$ cat src/rtl/clk_fb_pkg.sv
package clk_fb_pkg;
  localparam int unsigned ADDR_W = 3;
  localparam int unsigned DATA_W = 8;
  localparam int unsigned OFS_CTRL = 0;
  localparam int unsigned OFS_MODE = 1;
  localparam int unsigned OFS_MASK = 2;
  localparam int unsigned BIT_ACT   = 0;
  localparam int unsigned BIT_SRC   = 1;
  localparam int unsigned BIT_FORCE = 2;
  localparam int unsigned BIT_CLEAR = 3;
endpackage

$ cat src/rtl/fb_regs.sv
module fb_regs
  import clk_fb_pkg::*;
#(
  parameter int unsigned NUM_WD = 16
) (
  input  logic              clk_i,
  input  logic              rst_ni,
  input  logic              wr_i,
  input  logic [ADDR_W-1:0] addr_i,
  input  logic [DATA_W-1:0] wdata_i,
  input  logic              sec_i,
  input  logic              src_hw_i,
  output logic              en_o,
  output logic              legacy_o,
  output logic [NUM_WD-1:0] mask_o,
  output logic              force_o,
  output logic              clr_o,
  output logic [DATA_W-1:0] rdata_o
);
  localparam int unsigned MASK_BYTES = NUM_WD / DATA_W;

  logic [DATA_W-1:0] mode_q;
  logic [NUM_WD-1:0] mask_q;
  logic              force_q;
  logic              ctrl_wr;

  assign ctrl_wr = wr_i && (addr_i == ADDR_W'(OFS_CTRL));
  assign clr_o   = ctrl_wr && wdata_i[BIT_CLEAR];

  always_ff @(posedge clk_i or negedge rst_ni) begin
    if (!rst_ni) begin
      mode_q  <= '0;
      force_q <= 1'b0;
    end else begin
      force_q <= ctrl_wr && wdata_i[BIT_FORCE];
      if (wr_i && addr_i == ADDR_W'(OFS_MODE)) mode_q <= wdata_i;
    end
  end

  for (genvar b = 0; b < MASK_BYTES; b++) begin : g_mask
    always_ff @(posedge clk_i or negedge rst_ni) begin
      if (!rst_ni) mask_q[b*DATA_W +: DATA_W] <= '0;
      else if (wr_i && addr_i == ADDR_W'(OFS_MASK + b))
        mask_q[b*DATA_W +: DATA_W] <= wdata_i;
    end
  end

  always_comb begin
    rdata_o = '0;
    if (addr_i == ADDR_W'(OFS_CTRL)) begin
      rdata_o[BIT_ACT]   = sec_i;
      rdata_o[BIT_SRC]   = src_hw_i;
      rdata_o[BIT_FORCE] = force_q;
    end else if (addr_i == ADDR_W'(OFS_MODE)) begin
      rdata_o = mode_q;
    end
    for (int b = 0; b < MASK_BYTES; b++)
      if (addr_i == ADDR_W'(OFS_MASK + b)) rdata_o = mask_q[b*DATA_W +: DATA_W];
  end

  assign en_o     = |mode_q[3:0];
  assign legacy_o = |mode_q[7:4];
  assign mask_o   = mask_q;
  assign force_o  = force_q;
endmodule

$ cat src/rtl/fb_trigger.sv
module fb_trigger #(
  parameter int unsigned NUM_WD     = 16,
  parameter int unsigned SEL_W      = 3,
  parameter int unsigned LEGACY_MAX = 6
) (
  input  logic              en_i,
  input  logic              legacy_i,
  input  logic [NUM_WD-1:0] mask_i,
  input  logic [NUM_WD-1:0] err_i,
  input  logic [SEL_W-1:0]  sel_i,
  input  logic              force_i,
  output logic              ev_sw_o,
  output logic              ev_hw_o
);
  logic [NUM_WD-1:0] legacy_mask;
  logic [NUM_WD-1:0] eff_mask;

  // fixed selector decode: entry i enables watchdog i only
  for (genvar i = 0; i < NUM_WD; i++) begin : g_leg
    if (i < LEGACY_MAX) begin : g_on
      assign legacy_mask[i] = (sel_i == SEL_W'(i));
    end else begin : g_off
      assign legacy_mask[i] = 1'b0;
    end
  end

  assign eff_mask = legacy_i ? legacy_mask : mask_i;
  assign ev_hw_o  = en_i && |(err_i & eff_mask);
  assign ev_sw_o  = en_i && force_i;
endmodule

$ cat src/rtl/fb_state.sv
module fb_state (
  input  logic clk_i,
  input  logic rst_ni,
  input  logic clr_i,
  input  logic ev_sw_i,
  input  logic ev_hw_i,
  output logic sec_o,
  output logic src_hw_o
);
  always_ff @(posedge clk_i or negedge rst_ni) begin
    if (!rst_ni) begin
      sec_o    <= 1'b0;
      src_hw_o <= 1'b0;
    end else if (clr_i) begin
      sec_o <= 1'b0;
    end else if (!sec_o && (ev_sw_i || ev_hw_i)) begin
      sec_o    <= 1'b1;
      src_hw_o <= !ev_sw_i;
    end
  end
endmodule

$ cat src/rtl/clk_fallback_ctrl.sv
module clk_fallback_ctrl
  import clk_fb_pkg::*;
#(
  parameter int unsigned NUM_WD     = 16,
  parameter int unsigned SEL_W      = 3,
  parameter int unsigned LEGACY_MAX = 6
) (
  input  logic              clk_i,
  input  logic              rst_ni,
  input  logic              reg_wr_i,
  input  logic [ADDR_W-1:0] reg_addr_i,
  input  logic [DATA_W-1:0] reg_wdata_i,
  output logic [DATA_W-1:0] reg_rdata_o,
  input  logic [NUM_WD-1:0] wdog_err_i,
  input  logic [SEL_W-1:0]  main_sel_i,
  output logic              ref_sec_o,
  output logic              evt_hw_o
);
  logic              fb_en, fb_legacy, force_q, clr, ev_sw, ev_hw, sec, src_hw;
  logic [NUM_WD-1:0] trig_mask;

  fb_regs #(.NUM_WD(NUM_WD)) u_regs (
    .clk_i(clk_i), .rst_ni(rst_ni), .wr_i(reg_wr_i), .addr_i(reg_addr_i),
    .wdata_i(reg_wdata_i), .sec_i(sec), .src_hw_i(src_hw), .en_o(fb_en),
    .legacy_o(fb_legacy), .mask_o(trig_mask), .force_o(force_q), .clr_o(clr),
    .rdata_o(reg_rdata_o)
  );

  fb_trigger #(.NUM_WD(NUM_WD), .SEL_W(SEL_W), .LEGACY_MAX(LEGACY_MAX)) u_trig (
    .en_i(fb_en), .legacy_i(fb_legacy), .mask_i(trig_mask), .err_i(wdog_err_i),
    .sel_i(main_sel_i), .force_i(force_q), .ev_sw_o(ev_sw), .ev_hw_o(ev_hw)
  );

  fb_state u_state (
    .clk_i(clk_i), .rst_ni(rst_ni), .clr_i(clr), .ev_sw_i(ev_sw),
    .ev_hw_i(ev_hw), .sec_o(sec), .src_hw_o(src_hw)
  );

  assign ref_sec_o = sec;
  assign evt_hw_o  = src_hw;
endmodule

$ cat config.mk
export PLATFORM = sky130hd
export DESIGN_NAME = clk_fallback_ctrl
export DESIGN_NICKNAME = d
export VERILOG_FILES = /design/src/rtl/clk_fb_pkg.sv /design/src/rtl/fb_regs.sv /design/src/rtl/fb_trigger.sv /design/src/rtl/fb_state.sv /design/src/rtl/clk_fallback_ctrl.sv
export SDC_FILE = /design/constraint.sdc
export NUM_CORES = 1
export LEC_CHECK = 0
export ABC_AREA = 0
export BUFFER_PORTS_ARGS = -buffer_cell sky130_fd_sc_hd__buf_2
export CAP_MARGIN = 10
export CORE_MARGIN = 3
export CORE_UTILIZATION = 55
export DETAILED_ROUTE_END_ITERATION = 12
export PLACE_DENSITY = 0.83
export SETUP_SLACK_MARGIN = 0.02
export SYNTH_ARGS = -nofsm -noshare
export SYNTH_HDL_FRONTEND = slang
export SYNTH_HIERARCHICAL = 1
export SYNTH_SLANG_ARGS = --single-unit
$ cat constraint.sdc
create_clock -name clk_i -period 5.6 [get_ports clk_i]
set_input_delay 0.28 -clock clk_i [delete_from_list [all_inputs] [get_ports clk_i]]
set_output_delay 0.28 -clock clk_i [all_outputs]
set_load 0.01 [all_outputs]
==> results_dict.tcl <==
set metrics [dict create \
    cts_tree "yes" \
    worstHoldPathType "in2reg" \
    p_leak_nw 0.831 \
    maxCapViolCount 0 \
    p_sw_w 0.000157 \
    dp.cells 185 \
    ir_drop_v 0.000175 \
    synth.distinct_cells 34 \
    crit_slowest_cell "or4_1" \
    syn-num-nets 154 \
    fp-row-count 18 \
    crit_path_max_incr_delay_ns 0.72 \
    drtIter0Drc 98 \
    status "finished, final reports clean" \
    final_core_util_pct 69.3 \
    grt_max_degree 28 \
    numCtsBuffers 3 \
    grt_pass1_vias 1240 \
    slew_violations 0 \
    die_w_um 59.6 \
    cp_top_family "simple AND/OR/NAND/NOR gates" \
    cts_root_buffer "clkbuf_4" \
    critical_path_class "reg2reg" \
    globalplace.congestion 0.817 \
    rsz0062_at_grt "false" \
    clkLatencyLatePin_ns 0.32 \
    routed_wl_um 3650 \
    final.period_utilization_pct 39.9 \
    nets 194 \
    final_cells 190 \
    die_y_um 59.6 \
    cp_num_cells 6 \
    power_frac_clock_pct 16.4 \
    period_minus_slack_ns 2.23 \
    avgRoutedWirePerCell_um 19.2 \
    cp-end-kind "flip-flop" \
    cp.required_ns 5.82 \
    hpwlAfterDp_um 2810 \
    post_cts.repair.setup_buffers 0 \
    pin_count 43 \
    path_buf_inv 0 \
    ant_nets 0 \
    die_area_sq_um 3550 \
    syn_area_sq_um 1580 \
    hold_viol_final 0 \
    clk_path_buf_depth 2 \
    comb_power_share_pct 29.3 \
    synth_top_area_share_pct 42.8 \
    worstPathArrival_ns 2.46 \
    hold_depth 2 \
    p_sw_share_pct 31.2 \
    synth-seq-area-share_pct 42.8 \
    htreeDepth 1 \
    fmax_ghz 0.448 \
    tns_ns 0 \
    power_density_nw_per_um2 281 \
    synth_area_leaders "dfrtp_1 (43%), mux2_2 (19%), mux4_2 (4.3%), mux2i_1 (3.2%), buf_6 (2.9%)" \
    syn_area_per_cell_sq_um 13.0 \
    grt_usage_pct 22.5 \
    synthToLayoutAreaGrowth_pct 13.7 \
    vias 1189 \
    antenna_found_initial 0 \
    grt-ovfl-total 0 \
    skew_ns 0.00116 \
    dr.pass1.iters 4 \
    netlist_instances 121 \
    maxSlewHeadroom_pct 57.1 \
    worstPathMaxFanout 9 \
    holdBufCountCts 1 \
    fp.coreArea_sq_um 2590 \
    clk_pin_slew_worst_paths_ns 0.14 \
    worst_pin_slew_ns 0.642 \
    synth_top_cell_by_area "dfrtp_1" \
    final-setup-viol-count 0 \
    grt_pass1_wl_um 5850 \
    drive_above_1_share_pct 53.1 \
    totalPowerFinal_w 0.000504 \
    antennaDiodeCount 0 \
    cts.sinks 27 \
    ys_ff_latch 27 \
    startpoint_type "flip-flop" \
    yosys_warnings 6 \
    io_buffers 42 \
    intPower_w 0.000347 \
    r2r_cells 6 \
    cts_resized 0 \
    seqPwrFrac_pct 54.3 \
    viasPerCell 6.26 \
    cp_cell_sequence "or4_1 -> mux2_4 -> a22oi_2 -> a41oi_2 -> nor3b_2 -> a2bb2oi_2" \
    drc 0 \
    initial_core_util_pct 60.9 \
]
-- worst paths after layout --
check                                   endpoint             start  slack, ns
worst max-delay path            u_state/src_hw_o  u_regs/mode_q[6]       3.37
worst min-delay path            u_regs/mask_o[7]    reg_wdata_i[7]       0.21
worst max register to register  u_state/src_hw_o  u_regs/mode_q[6]       3.37
worst min register to register  u_regs/mode_q[0]  u_regs/mode_q[0]       0.56
max in group asynchronous       u_regs/mask_o[9]            rst_ni       4.73
min in group asynchronous       u_regs/mode_q[7]            rst_ni       0.48
-- synth_stat cells --
master,instances
a22oi_2,2
a211oi_1,5
and4bb_1,1
mux4_2,3
mux2_4,1
nand4b_4,1
and2_1,1
a22o_1,1
or4_1,2
o21ai_0,1
nor2b_1,4
buf_4,2
a21oi_1,5
mux2i_1,5
nor3b_1,2
a2bb2oi_2,1
a41o_1,1
buf_6,4
a41oi_2,1
inv_1,5
nand4b_1,1
and3_1,2
buf_2,1
a22oi_1,4
nor3_1,2
mux2_2,26
o32ai_1,2
dfrtp_1,27
nand2_2,1
clkbuf_1,1
nor2_1,3
nor4bb_4,1
a221oi_2,1
nor3b_2,1
-- flip-flops by register name, summed over array words and instances (netlist names) --
signal            flops
u_regs/mode_q         8
u_state/src_hw_o      1
u_regs/mask_o        16
u_regs/force_o        1
u_state/sec_o         1
-- layout by cell type, fill, tap and decap left out, drive strengths merged, types with 2 or more instances in the layout --
master / count
nor3b: 3
or4: 2
a211oi: 5
a21oi: 5
o32ai: 2
buf: 42
clkbuf: 3
mux4: 3
mux2: 27
nor2: 3
nand4b: 2
and3: 2
mux2i: 5
nor3: 2
a22oi: 6
dfrtp: 27
inv: 5
nor2b: 4
-- cell families (layout without fill, tap and decap cells) --
| logic type | Yosys count | after routing | synth area share [%] |
|---|---|---|---|
| buf+inv | 13 | 52 | 5.55 |
| compound gates | 24 | 24 | 13.0 |
| mux | 35 | 35 | 27.0 |
| simple gates | 22 | 22 | 11.7 |
| flops | 27 | 27 | 42.8 |
-- area by class of cell --
| class | count | area [sq um] |
|---|---|---|
| Clock buffer | 3 | 22.5 |
| Clock inverter | 1 | 5.00 |
| Fill cell | 196 | 796 |
| Inverter | 5 | 18.8 |
| Multi-Input combinational cell | 81 | 815 |
| Sequential cell | 27 | 676 |
| Tap cell | 30 | 37.5 |
| Timing Repair Buffer | 43 | 220 |
-- per-layer routing --
layer	global-route usage, %	share of wire, %	routed length (um)
met1	30.8	40	1470
met2	34.9	49	1810
met3	3.49	7.1	258
met4	10.8	3.3	119
met5	0	0	0
-- metrics by stage --
| stage | worst slack (ns) | area [sq um] | hold slack [ns] |
|---|---|---|---|
| after detailed placement | 3.39 | 1760 | 0.313 |
| final | 3.37 | 1790 | 0.209 |
| after global placement | 3.47 | 1760 | 0.304 |
| after floorplan | 3.57 | 1580 | -0.0156 |
| after global routing | 3.25 | 1790 | 0.187 |
| after CTS | 3.36 | 1790 | 0.197 |
-- power by group through the flow --
stage	logic [W]	clock network, W	registers (W)
CTS	0.000148	0.0000856	0.000273
global route	0.000160	0.0000953	0.000279
floorplan	0.000108	0	0.000263
finish	0.000148	0.0000827	0.000274
detailed placement	0.000146	0	0.000277
global placement	0.000139	0	0.000272
Note: power is estimated with default switching activity, not from simulation.
